**src/rtl/mec_pkg.sv**
```systemverilog
package mec_pkg;
  localparam int unsigned CNT_W_DEF  = 8;
  localparam int unsigned WARM_W_DEF = 5;
  localparam int unsigned SYNC_N_DEF = 2;

  // next value of a wrapping event count
  function automatic logic [CNT_W_DEF-1:0] step_count(input logic [CNT_W_DEF-1:0] cur,
                                                      input logic               hit);
    return hit ? cur + 1'b1 : cur;
  endfunction

  // route one of two detector flags
  function automatic logic pick_flag(input logic sel, input logic fa, input logic fb);
    return sel ? fb : fa;
  endfunction
endpackage

```
**src/rtl/mec_sync.sv**
```systemverilog
module mec_sync #(
  parameter int unsigned STAGES = 2
) (
  input  logic clk,
  input  logic rst_n,
  input  logic d_async,
  output logic q_first,
  output logic q_sync
);
  logic [STAGES-1:0] chain;

  generate
    for (genvar i = 0; i < STAGES; i++) begin : g_stage
      if (i == 0) begin : g_head
        always_ff @(posedge clk or negedge rst_n) begin
          if (!rst_n) chain[0] <= 1'b0;
          else        chain[0] <= d_async;
        end
      end else begin : g_tail
        always_ff @(posedge clk or negedge rst_n) begin
          if (!rst_n) chain[i] <= 1'b0;
          else        chain[i] <= chain[i-1];
        end
      end
    end
  endgenerate

  assign q_first = chain[0];
  assign q_sync  = chain[STAGES-1];
endmodule

```
**src/rtl/mec_warmup.sv**
```systemverilog
module mec_warmup #(
  parameter int unsigned WARM_W = 5
) (
  input  logic              clk,
  input  logic              rst_n,
  input  logic              enable,
  output logic [WARM_W-1:0] warm_cnt,
  output logic              ready
);
  localparam logic [WARM_W-1:0] WARM_LAST = {WARM_W{1'b1}};

  logic at_last;
  assign at_last = (warm_cnt == WARM_LAST);

  always_ff @(posedge clk or negedge rst_n) begin
    if (!rst_n)        warm_cnt <= '0;
    else if (!enable)  warm_cnt <= '0;
    else if (!at_last) warm_cnt <= warm_cnt + 1'b1;
  end

  assign ready = at_last;
endmodule

```
**src/rtl/mec_event_counter.sv**
```systemverilog
module mec_event_counter #(
  parameter int unsigned CNT_W = 8
) (
  input  logic             clk,
  input  logic             rst_n,
  input  logic             count_en,
  input  logic             hit,
  output logic [CNT_W-1:0] count
);
  logic [CNT_W-1:0] nxt;

  always_comb begin
    nxt = hit ? count + 1'b1 : count;
    if (!count_en) nxt = count;
  end

  always_ff @(posedge clk or negedge rst_n) begin
    if (!rst_n) count <= '0;
    else        count <= nxt;
  end
endmodule

```
**src/rtl/mec_stim_sel.sv**
```systemverilog
module mec_stim_sel (
  input  logic clk,
  input  logic rst_n,
  input  logic cal_active,
  input  logic async_stim,
  output logic cal_tog,
  output logic stim_out
);
  always_ff @(posedge clk or negedge rst_n) begin
    if (!rst_n) cal_tog <= 1'b0;
    else        cal_tog <= ~cal_tog;
  end

  assign stim_out = cal_active ? cal_tog : async_stim;
endmodule

```
**src/rtl/meta_event_ctrl.sv**
```systemverilog
module meta_event_ctrl
  import mec_pkg::*;
#(
  parameter int unsigned WARM_W = WARM_W_DEF,
  parameter int unsigned SYNC_N = SYNC_N_DEF
) (
  input  logic                 clk,
  input  logic                 rst_n,
  input  logic                 enable,
  input  logic                 cal_req,
  input  logic                 det_sel,
  input  logic                 det_flag_a,
  input  logic                 det_flag_b,
  input  logic                 async_stim,
  output logic                 stim_out,
  output logic                 event_flag,
  output logic [CNT_W_DEF-1:0] event_count,
  output logic                 ready
);
  // named internal events, brought out for the checker
  logic              sync_first;
  logic              cal_active;
  logic              cal_tog;
  logic              count_en;
  logic [WARM_W-1:0] warm_cnt;

  mec_sync #(.STAGES(SYNC_N)) u_sync (
    .clk     (clk),
    .rst_n   (rst_n),
    .d_async (cal_req),
    .q_first (sync_first),
    .q_sync  (cal_active)
  );

  mec_warmup #(.WARM_W(WARM_W)) u_warm (
    .clk      (clk),
    .rst_n    (rst_n),
    .enable   (enable),
    .warm_cnt (warm_cnt),
    .ready    (ready)
  );

  assign event_flag = pick_flag(det_sel, det_flag_a, det_flag_b);
  assign count_en   = ready & enable;

  mec_event_counter #(.CNT_W(CNT_W_DEF)) u_cnt (
    .clk      (clk),
    .rst_n    (rst_n),
    .count_en (count_en),
    .hit      (event_flag),
    .count    (event_count)
  );

  mec_stim_sel u_stim (
    .clk        (clk),
    .rst_n      (rst_n),
    .cal_active (cal_active),
    .async_stim (async_stim),
    .cal_tog    (cal_tog),
    .stim_out   (stim_out)
  );
endmodule

```
**config.mk**
```make
export PLATFORM = sky130hd
export DESIGN_NAME = meta_event_ctrl
export DESIGN_NICKNAME = d
export VERILOG_FILES = /design/src/rtl/mec_pkg.sv /design/src/rtl/mec_sync.sv /design/src/rtl/mec_warmup.sv /design/src/rtl/mec_event_counter.sv /design/src/rtl/mec_stim_sel.sv /design/src/rtl/meta_event_ctrl.sv
export SDC_FILE = /design/constraint.sdc
export NUM_CORES = 1
export LEC_CHECK = 0
export BUFFER_PORTS_ARGS = -buffer_cell sky130_fd_sc_hd__buf_4
export CORE_UTILIZATION = 40
export CTS_BUF_LIST = sky130_fd_sc_hd__clkbuf_4 sky130_fd_sc_hd__clkbuf_8
export DETAILED_ROUTE_END_ITERATION = 12
export PLACE_DENSITY_LB_ADDON = 0.1
export SLEW_MARGIN = 20
export SYNTH_ARGS = -nofsm -noshare
export SYNTH_HDL_FRONTEND = slang
export SYNTH_SLANG_ARGS = --single-unit
```
**constraint.sdc**
```tcl
create_clock -name clk -period 3 [get_ports clk]
set_clock_uncertainty 0.05 [all_clocks]
set_input_delay 0.15 -clock clk [delete_from_list [all_inputs] [get_ports clk]]
set_output_delay 0.15 -clock clk [all_outputs]
set_load 0.02 [all_outputs]
```
# After elaboration in Yosys (flattened, before gate mapping)
# Index checks and enable logic that the tools add are counted.
# word_totals
memories	0
ff_bits	16
mem_bits_ro	0
output_inout_bits	11
ram_bits	0
word_cells	16
input_bits	8
latch_bits	0
# classes
n_shift	0
add_sub_neg	2
n_div	0
eq_ne	2
reduce_logical	1
n_mux	4
mul	0
order_cmp	0
bitwise_logic	2
# op_table
cell	count
$mux 5	2
$add 8x1->8 const B	1
$add 5x1->5 const B	1
$eq 5x5->1 const B	1
$mux 1	2
$ne 2x2->1 const B	1
$reduce_and 2->1	1
$and 1x1->1	1
$not 1->1	1

# Longest topological paths before layout
# logic_depth
ltp_word	3
mapped_depth	7
ltp_nobuf	6

# Cells and area by module
# Synthesis repeated with hierarchy kept, for this count alone.
# unflattened
hier_cells	55
hier_area_um2	721.9
# modules_own_cells
mod	seq_area_each_um2	area_each_um2	cells_each	n_inst
mec_event_counter	200.2	357.8	28	1
mec_warmup	125.1	249.0	20	1
mec_sync	50.0	50.0	2	1
mec_stim_sel	25.0	43.8	3	1
meta_event_ctrl	0.0	21.3	2	1

# Worst setup path after synthesis
# No wires, ideal clock.
# synth_timing
path_kind	reg2reg
from	reg u_warm.warm_cnt[0]
to	reg u_cnt.count[5]
path_stages_with_launch	8
t_required_ns	2.870
n_path_buf	1
arrival_ns	1.739
setup_ns	0.080
setup_slack_ns	1.131
period_less_slack_ns	1.869
path_cell_list	dfrtp_1 -> ha_1 -> and3_1 -> ha_1 -> buf_4 -> nand4_1 -> nor4b_2 -> xor2_1
# synth_via
elab_chain_cells	3
# synth_rtl
element	line_no	text
from (decl)	mec_warmup.sv:7	output logic [WARM_W-1:0] warm_cnt,
from (signal assigned)	mec_warmup.sv:18	else if (!at_last) warm_cnt <= warm_cnt + 1'b1;
$eq 5x5->1	mec_warmup.sv:13	assign at_last = (warm_cnt == WARM_LAST);
net ready	meta_event_ctrl.sv:18	output logic ready
$and 1x1->1	meta_event_ctrl.sv:44	assign count_en = ready & enable;
$reduce_and 2->1 (no line)	--	
to (signal assigned)	mec_event_counter.sv:19	else count <= nxt;
to (decl)	mec_event_counter.sv:8	output logic [CNT_W-1:0] count
# The timed path passes the listed nets, and every way through them passes these cells.
# A chain may end at the register's enable or synchronous reset.

# Worst setup path in the final report
# layout_timing
from	reg u_warm.warm_cnt[0]
to	reg u_cnt.count[7]
# layout_via
elab_chain_cells	3
# layout_rtl
element	line_no
$eq 5x5->1	mec_warmup.sv:13
$and 1x1->1	meta_event_ctrl.sv:44
$reduce_and 2->1 (no line)	--
# Every way passes these cells.

==> impl_metrics.tcl <==
set metrics [dict create \
    status "completed" \
    syn-cell-area_um2 738 \
    synthArstFlopShare_pct 100 \
    dieArea_um2 2020 \
    report.final.slew_viol_count 0 \
    critPathMaxStageDelay_ns 0.40 \
    finalCritPeriodShare_pct 65.0 \
    crit_arrival_ns 2.11 \
    grt_remaining_overflow 0 \
    path_delay_family "simple AND/OR/NAND/NOR gates" \
    hold_ws_ns 0.0811 \
    place_congestion 0.712 \
    fin_ws_ns 1.05 \
    p_per_area_nw_per_um2 421 \
    gr-usage-all-layers_pct 13.3 \
    seqCellArea_um2 400 \
    wl_per_cell_um 11.7 \
    portBuffers 18 \
    ctsLongestPathBuffers 2 \
    start_kind "flip-flop" \
    num_vias 489 \
    synth.largest_area_cell "dfrtp_1" \
    rsz0062_at_grt "false" \
    synth_seq_cells 16 \
    hp-class "in -> reg" \
    antenna_found_initial 0 \
    hold_violations 0 \
    n_antenna_cell 0 \
    cts_buffers 3 \
    setup_violations 0 \
    post_synth.cell_area_avg_um2 13.0 \
    max_freq_mhz 513 \
    grt_pass1_vias 442 \
    multi_input_area_um2 323 \
    final_util_pct 55.2 \
    cp.buffers_inverters 0 \
    final_layout_size_suffix_gt1_share_pct 33.8 \
    clockRootBuffer "clkbuf_4" \
    via_per_inst 4.66 \
    synth_top_area_share_pct 54.2 \
    yosysUniqueCellTypes 21 \
    place_inst 99 \
    p_total_uw 401 \
    layoutNonFillerInstCount 105 \
    cp_cell_sequence "ha_1 -> and3_1 -> ha_1 -> nand4_1 -> nor4b_2 -> xor2_1" \
    grt_first_pass_wirelength_um 1880 \
    clkSinkCount 16 \
    crit_path_frequent_cell "ha_1" \
    ctsResizeCount 0 \
    initial_core_util_pct 42.8 \
    p_leak_nw 0.495 \
    h-tree-depth 1 \
    seq_area_frac_synth_pct 54.2 \
    syn_inst 57 \
    core_um2 1730 \
    ir_drop_mv 0.203 \
    maxCapViolCount 0 \
    layout-area-overhead-vs-synth_pct 29.2 \
    drt_iter0_markers 5 \
    synthTopCellsByArea "dfrtp_1 54%, xor2_1 8.3%, ha_1 5.1%" \
    endpoint_kind "flip-flop" \
    drtAntennaViolNets 0 \
    pin_count 19 \
    synth-main-ff-cell "dfrtp_1" \
    clk_pin_slew_worst_paths_ns 0.09 \
    required_ns 3.16 \
    cpMaxStageDelayCell "dfrtp_1" \
    drc_errors 0 \
    first_pass_iters 5 \
    ys_warn_count 0 \
    fin_crit_ns 1.95 \
    syn_nets 68 \
    pre_cts_slack_ns 1.06 \
    grt_start_max_net_pins 17 \
    cts_tree "done" \
    layout.nets 92 \
    post_cts_buffers 0 \
    placed_area_um2 897 \
    synthMostInstantiatedCell "dfrtp_1" \
    cp_max_fo 9 \
    worstSetupPathType "reg -> reg" \
    final_area_um2 953 \
    fillers 156 \
    clk_latency_ns 0.28 \
    max_slew.worst_pin.slew_ns 0.329 \
    die_w_um 45.0 \
    fin_setup_tns_ns 0 \
    slew_headroom_pct 78.0 \
    ys_top_cells_by_count "16 x dfrtp_1, 7 x xor2_1, 3 x and2_1, 3 x ha_1, 3 x xnor2_1" \
    num_rows 15 \
    dieHeight_um 45.0 \
    post-dp-hpwl_um 916 \
    synth_edf_count 0 \
    drt_wl_total_um 1230 \
]
[cell type report]
class                   count  area share (%)
flip-flops and latches     16            42.0
clock buffers               4            3.81
well taps                  25            3.28
inverters                   2           0.787
repair buffers             20            16.3
multi-input cells          38            33.9
[kinds of logic (layout without fill, tap and decap cells)]
kind of cell	Yosys count	count (layout)	synth area share, %
xor+xnor	10	10	11.9
simple gates	20	20	18.0
flops	16	16	54.2
fa+ha+maj	3	3	5.09
buf+inv	3	26	2.03
mux	5	5	8.81
[report_power, final]
group / internal [mW] / switching [mW]
logic: 0.0177 / 0.0164
clock network: 0.0738 / 0.0697
registers: 0.220 / 0.00321
[path summary, 6_finish.rpt]
path / endpoint / slack, ns / cells past startpoint / from
min in group asynchronous: u_cnt.count[6]$_DFFE_PN0P_ / 0.20 / 2 / rst_n
setup reg to reg: u_cnt.count[7]$_DFFE_PN0P_ / 1.05 / 6 / u_warm.warm_cnt[0]$_DFFE_PN0P_
setup / recovery: u_cnt.count[7]$_DFFE_PN0P_ / 1.05 / 6 / u_warm.warm_cnt[0]$_DFFE_PN0P_
max in group asynchronous: u_sync.q_first$_DFF_PN0_ / 2.53 / 2 / rst_n
hold reg to reg: u_sync.q_sync$_DFF_PN0_ / 0.31 / 0 / u_sync.q_first$_DFF_PN0_
hold / removal: u_warm.warm_cnt[3]$_DFFE_PN0P_ / 0.08 / 2 / enable
[state kept, by name, summed over array words and instances (netlist names)]
register,cells
u_cnt.count,8
u_warm.warm_cnt,5
u_stim.cal_tog,1
u_sync.q_first,1
u_sync.q_sync,1
[per-layer routing]
metal	share of wire, %	vias to the layer above	track usage (%)
li1	-	239	-
met2	45	14	20.0
met1	49	236	18.0
met4	0	0	5.45
met3	6.4	0	4.00
met5	0	-	0
[cell usage in the layout, fill, tap and decap left out, types with 3 or more instances in the layout]
cell / Yosys / layout
buf_4: 1 / 18
dfrtp_1: 16 / 16
xor2_1: 7 / 7
xnor2_1: 3 / 3
and2_1: 3 / 3
ha_1: 3 / 3
clkbuf_4: 0 / 3
[timing repair]
action | in CTS | in global routing
hold buffers | 2 | 0
endpoints found under the setup margin | 0 | 0
hold endpoints to repair | 17 | 0
(Power assumes the default switching activity.)
